File: src/rtl/nonce_gen_pkg.sv
package nonce_gen_pkg;

    localparam int STATE_W = 7;
    localparam int SEED_W  = 8;
    localparam int NPOLY   = 2;

    // Lower tap index (besides the MSB) for each selectable polynomial.
    // Index 0: x^7 + x^3 + 1 -> tap bit 2; index 1: x^7 + x^6 + 1 -> tap bit 5.
    localparam int TAP_IDX [NPOLY] = '{2, 5};

    typedef enum logic {
        POLY_X7_X3 = 1'b0,
        POLY_X7_X6 = 1'b1
    } poly_sel_e;

    typedef logic [STATE_W-1:0] lfsr_state_t;

    typedef struct packed {
        logic        load;
        logic        step;
        poly_sel_e   poly;
    } lfsr_ctrl_t;

    localparam lfsr_state_t SAFE_STATE = lfsr_state_t'(1);

    function automatic logic is_zero(input lfsr_state_t s);
        return (s == '0);
    endfunction

endpackage

File: src/rtl/nonce_seed_cond.sv
module nonce_seed_cond
    import nonce_gen_pkg::*;
#(
    parameter int SW = SEED_W,
    parameter int RW = STATE_W
) (
    input  logic [SW-1:0] seed_i,
    output logic [RW-1:0] state_o
);
    localparam int UPPER_W = SW - RW;
    localparam int UP_SHIFT = RW - UPPER_W;

    logic [RW-1:0]      low_part;
    logic [UPPER_W-1:0] upper_part;
    logic [RW-1:0]      upper_placed;

    assign low_part     = seed_i[RW-1:0];
    assign upper_part   = seed_i[SW-1:RW];
    assign upper_placed = RW'(upper_part) << UP_SHIFT;

    always_comb begin
        if (low_part != '0) begin
            state_o = low_part;
        end else if (upper_part != '0) begin
            state_o = upper_placed;
        end else begin
            state_o = RW'(1);
        end
    end
endmodule

File: src/rtl/nonce_step.sv
module nonce_step
    import nonce_gen_pkg::*;
#(
    parameter int RW = STATE_W
) (
    input  logic [RW-1:0] state_i,
    input  poly_sel_e     poly_i,
    output logic [RW-1:0] next_o
);
    logic [NPOLY-1:0] fb_cand;

    for (genvar p = 0; p < NPOLY; p++) begin : g_poly
        assign fb_cand[p] = state_i[RW-1] ^ state_i[TAP_IDX[p]];
    end

    logic fb;
    assign fb     = fb_cand[int'(poly_i)];
    assign next_o = {state_i[RW-2:0], fb};
endmodule

File: src/rtl/nonce_gen.sv
module nonce_gen
    import nonce_gen_pkg::*;
(
    input  logic                clk,
    input  logic                rst,
    input  logic [SEED_W-1:0]   seed_i,
    input  logic                poly_sel_i,
    input  logic                load_i,
    input  logic                step_en_i,
    output logic [STATE_W-1:0]  nonce_o,
    output logic                rand_bit_o
);
    lfsr_ctrl_t  ctrl;
    lfsr_state_t state_q;
    lfsr_state_t seeded;
    lfsr_state_t stepped;

    assign ctrl.load = load_i;
    assign ctrl.step = step_en_i;
    assign ctrl.poly = poly_sel_e'(poly_sel_i);

    nonce_seed_cond #(.SW(SEED_W), .RW(STATE_W)) u_seed (
        .seed_i  (seed_i),
        .state_o (seeded)
    );

    nonce_step #(.RW(STATE_W)) u_step (
        .state_i (state_q),
        .poly_i  (ctrl.poly),
        .next_o  (stepped)
    );

    always_ff @(posedge clk) begin
        if (rst) begin
            state_q <= SAFE_STATE;
        end else if (ctrl.load) begin
            state_q <= seeded;
        end else if (ctrl.step) begin
            state_q <= stepped;
        end
    end

    assign nonce_o    = state_q;
    assign rand_bit_o = state_q[STATE_W-1];

    // register never reaches the lockup value
    assert_never_zero_R11: assert property (@(posedge clk) disable iff (rst)
        !is_zero(nonce_o));

    // idle cycles leave the state untouched, even if select moves
    assert_hold_idle_R7: assert property (@(posedge clk) disable iff (rst)
        (!load_i && !step_en_i) |=> $stable(nonce_o));

    // a step shifts the old MSB out and the rest up by one
    assert_shift_R9: assert property (@(posedge clk) disable iff (rst)
        (step_en_i && !load_i) |=> nonce_o[STATE_W-1:1] == $past(nonce_o[STATE_W-2:0]));

    // inserted bit is the old random bit xor the selected tap
    assert_feedback_R5: assert property (@(posedge clk) disable iff (rst)
        (step_en_i && !load_i) |=>
        nonce_o[0] == ($past(rand_bit_o) ^
                       ($past(poly_sel_i) ? $past(nonce_o[5]) : $past(nonce_o[2]))));

    // a nonzero low seed part is loaded verbatim, overriding a step
    assert_load_low_R2: assert property (@(posedge clk) disable iff (rst)
        (load_i && seed_i[STATE_W-1:0] != '0) |=> nonce_o == $past(seed_i[STATE_W-1:0]));

endmodule

File: config.mk
export PLATFORM = sky130hd
export DESIGN_NAME = nonce_gen
export DESIGN_NICKNAME = d
export VERILOG_FILES = /design/src/rtl/nonce_gen_pkg.sv /design/src/rtl/nonce_seed_cond.sv /design/src/rtl/nonce_step.sv /design/src/rtl/nonce_gen.sv
export SDC_FILE = /design/constraint.sdc
export NUM_CORES = 1
export LEC_CHECK = 0
export BUFFER_PORTS_ARGS = -buffer_cell sky130_fd_sc_hd__buf_2
export CAP_MARGIN = 25
export CORE_AREA = 2 2 39 41
export CTS_CLUSTER_SIZE = 40
export DETAILED_ROUTE_END_ITERATION = 8
export DIE_AREA = 0 0 41 43
export GPL_ROUTABILITY_DRIVEN = 0
export PLACE_DENSITY = 0.72
export SYNTH_ARGS = -nofsm -noshare
export SYNTH_HDL_FRONTEND = slang
export SYNTH_HIERARCHICAL = 1
export SYNTH_SLANG_ARGS = --single-unit
File: constraint.sdc
create_clock -name clk -period 1.2 [get_ports clk]
set_input_delay 0.24 -clock clk [delete_from_list [all_inputs] [get_ports clk]]
set_output_delay 0.24 -clock clk [all_outputs]
set_load 0.05 [all_outputs]
==> impl_summary.md <==
Floorplanning
For this design the top-level I/O count stands at 21. The region available for standard cell placement spans 0.00138 mm². Row generation in the floorplan step produced 14 rows. The floorplan die height is 43 µm. The starting density of the core is 0.338. The floorplan step set the die width to 41 µm. The area of the die is 0.00176 mm².

Yosys
The register bit count reported by yosys is 7. The post-synthesis cell type count is 17. Yosys printed 6 warnings.

The sequential-to-total area share from yosys stat is 0.299. The synthesized netlist net count is 65. The mapped netlist covers 468 µm².

A synthesized cell averages 9.00 µm². The number of instances in the synthesized netlist is 52.

Final layout
The area growth from synthesis to layout is 11.8%. The layout has 155 filler cells. The antenna diode count is 0. Across the whole layout, storage elements account for 144 µm². The flip-flop count of the largest register, all copies and words added is 7. In the layout the commonest cells are 20 x sky130_fd_sc_hd__buf_2, 8 x sky130_fd_sc_hd__mux2i_1, 6 x sky130_fd_sc_hd__nor2b_1, 6 x sky130_fd_sc_hd__a211oi_1, 4 x sky130_fd_sc_hd__dfxtp_1. The multi-input gate area in the final layout is 229 µm². The number of cells in the finished layout apart from fillers is 77.

In the final layout, the share of cells above drive strength 1 is 0.443. Summing all non-filler instances in the final layout gives an area of 523 µm². The final net count is 75. The most common cell after layout, fill and taps aside is sky130_fd_sc_hd__buf_2.

Power
The maximum VDD drop is 311 µV. The share of total power dissipated in the clock network is 0.315. The internal portion of total power is 0.443 mW. Of the total power, the share spent switching nets is 0.330. The power density over the cells is 1270 mW/mm². The share of total power in sequential cells is 0.403. The static leakage power is 0.252 nW.

The switching component of the power is 0.219 mW. Of the total power, combinational logic draws 0.282.

Setup path
For the worst setup path, the data required time is 960 ps. The nature of the critical path endpoint is an output port. Among all stages on the critical path, the largest delay is contributed by sky130_fd_sc_hd__dfxtp_2.

The cell family contributing the most delay on the critical path is flip-flops. In this design, the stage delay of the slowest critical-path cell is 340 ps. The setup path with the least slack is of type reg2out. The category of the worst setup path launch point is a flip-flop. The number of cells on the worst reg-to-reg path is 4. The worst flop-to-flop path endpoint is nonce_o[0]. The startpoint of the worst register-to-register path is nonce_o[5].

Along the worst path, the maximum fanout reaches 4. The critical path goes through buf_2. The slack of the worst reg-to-reg path is 280 ps. Data arrives at the worst endpoint at 860 ps. The number of buffer and inverter stages on the critical path is 1.

Routing
The detailed router finished its first iteration with 3 violations. The total via count after detailed routing is 371. After detailed routing, the number of remaining DRC violations is 0.

The number of routed nets with antenna violations is 0. The first TritonRoute pass finished after 3 iterations. In the final routed layout, each cell accounts on average for 10.1 µm.

The vias per cell is 4.82. Summed over all layers, the routed wires come to 780 µm.

Timing
Setup violations remaining at the end of the flow were counted as 0. Headroom to the max-slew limit came out at 0.819. The worst-case clock skew is 1.24 ps. The number of slew-limit violations in the final report came to 0. The measured slew at the worst slew-check pin is 268 ps.

The hold violation count in the final report came to 0. The post-layout minimum cycle time is 1100 ps. Setup repair after global routing left no endpoint under its margin. Summed over all failing endpoints, the final setup total negative slack is 0 ps.

The share of the clock period used by the worst path after layout is 0.915. For this run, the top clock speed supported by timing is 911 MHz.

Worst hold path
In this run the worst hold path is classified as in2reg. The hold path startpoint is rst. The number of cells on the worst hold path is 2.

The path with the worst hold slack has its endpoint at nonce_o[2].

Global route
The routing usage on met2 is 0.147. The overall track demand over capacity in global routing is 0.118. The final global-route overflow total is 0. For met3 alone, demand over resource in global routing was 0.0314. The number of antenna violations at the first check in global routing was 0. The via count of the first global-routing pass is 339. The first global-routing pass estimated 1.37 mm of wire. The layer flagged by global routing as most heavily used is met1. Entering global routing, the biggest net connects 10 pins.

For this run, global-route usage on met1 was measured as 0.159.

Placed design
Input and output buffers added on the ports amount to 20. The HPWL after detailed placement is 656 µm. The total placed cells including tap cells is 73.

The post-place instance area is 497 µm².

CTS
The deepest clock path buffer count is 2. The worst-skew pair later-pin latency is 250 ps. The cell sitting at the root of the clock tree is a sky130_fd_sc_hd__clkbuf_4. TritonCTS built the clock tree.

The number of levels in the clock H-tree is 1. The number of buffers added to fix hold violations after cts is 0. The clock input transition at the sequential cells of the worst setup and hold paths is 50 ps. The number of setup buffers added after CTS is 0.

After clock tree synthesis, the repair step resized 0 gates. The CTS sink count is 7. The TritonCTS buffer count is 3.

Flow run
Across the run, the number of max-cap violations was 0.

Outcome
The run finished with clean final reports.
synthesized netlist by cell type:
| master | number | area (µm²) |
|---|---|---|
| sky130_fd_sc_hd__a211oi_1 | 6 | 45.0 |
| sky130_fd_sc_hd__a21o_1 | 2 | 15.0 |
| sky130_fd_sc_hd__a21oi_1 | 1 | 5.00 |
| sky130_fd_sc_hd__buf_2 | 1 | 5.00 |
| sky130_fd_sc_hd__buf_4 | 8 | 60.1 |
| sky130_fd_sc_hd__buf_6 | 1 | 11.3 |
| sky130_fd_sc_hd__clkbuf_1 | 5 | 18.8 |
| sky130_fd_sc_hd__dfxtp_1 | 7 | 140 |
| sky130_fd_sc_hd__inv_1 | 1 | 3.75 |
| sky130_fd_sc_hd__mux2i_1 | 8 | 80.1 |
| sky130_fd_sc_hd__nor2_1 | 1 | 3.75 |
| sky130_fd_sc_hd__nor2b_1 | 6 | 37.5 |
| sky130_fd_sc_hd__nor3_1 | 1 | 5.00 |
| sky130_fd_sc_hd__nor3b_1 | 1 | 7.51 |
| sky130_fd_sc_hd__nor4_2 | 1 | 12.5 |
| sky130_fd_sc_hd__nor4b_1 | 1 | 8.76 |
| sky130_fd_sc_hd__xnor2_1 | 1 | 8.76 |
worst max path at each step:
stage / startpoint / to / slack [ps] / cells past startpoint
3_3_place_gp: seed_i[1] / nonce_o[6] / 90 / 5
6_report: nonce_o[6] / rand_bit_o / 100 / 1
4_1_cts: nonce_o[1] / nonce_o[1] / 90 / 1
3_5_place_dp: seed_i[1] / nonce_o[6] / 50 / 5
5_1_grt: nonce_o[1] / nonce_o[1] / 30 / 1
2_1_floorplan: nonce_o[5] / nonce_o[0] / 10 / 5
per-stage QoR:
step	total power, mW	hold WS [ps]	setup WS (ps)	util
after floorplan	0.443	412	10.2	-
after global placement	0.458	501	89.6	0.359
after detailed placement	0.459	507	49.4	0.359
after CTS	0.668	247	94.3	0.378
after global routing	0.716	243	26.1	0.378
final	0.662	250	102	0.378
per-layer routing:
layer	vias up	part of all wire
li1	187	-
met1	160	0.45
met2	21	0.43
met3	3	0.087
met4	0	0.035
met5	-	0
power by group through the flow:
stage	clock network, mW	logic, mW	registers (mW)
2_1_floorplan	0	0.108	0.335
3_3_place_gp	0	0.186	0.272
3_5_place_dp	0	0.187	0.272
4_1_cts	0.212	0.188	0.268
5_1_grt	0.245	0.200	0.271
6_report	0.208	0.187	0.267
cell type report:
cell class              instances  area share
clock buffers                   4      0.0502
inverters                       1     0.00718
multi-input cells              29       0.438
flip-flops and latches          7       0.275
well taps                      16      0.0383
repair buffers                 20       0.191
kinds of logic (layout without fill, tap and decap cells):
logic type | after synthesis | after routing | synth area share
simple gates | 11 | 11 | 0.160
compound gates | 9 | 9 | 0.139
xor+xnor | 1 | 1 | 0.0187
mux | 8 | 8 | 0.171
flops | 7 | 7 | 0.299
buf+inv | 16 | 25 | 0.211
No activity file was read; power rests on OpenSTA's default activity.
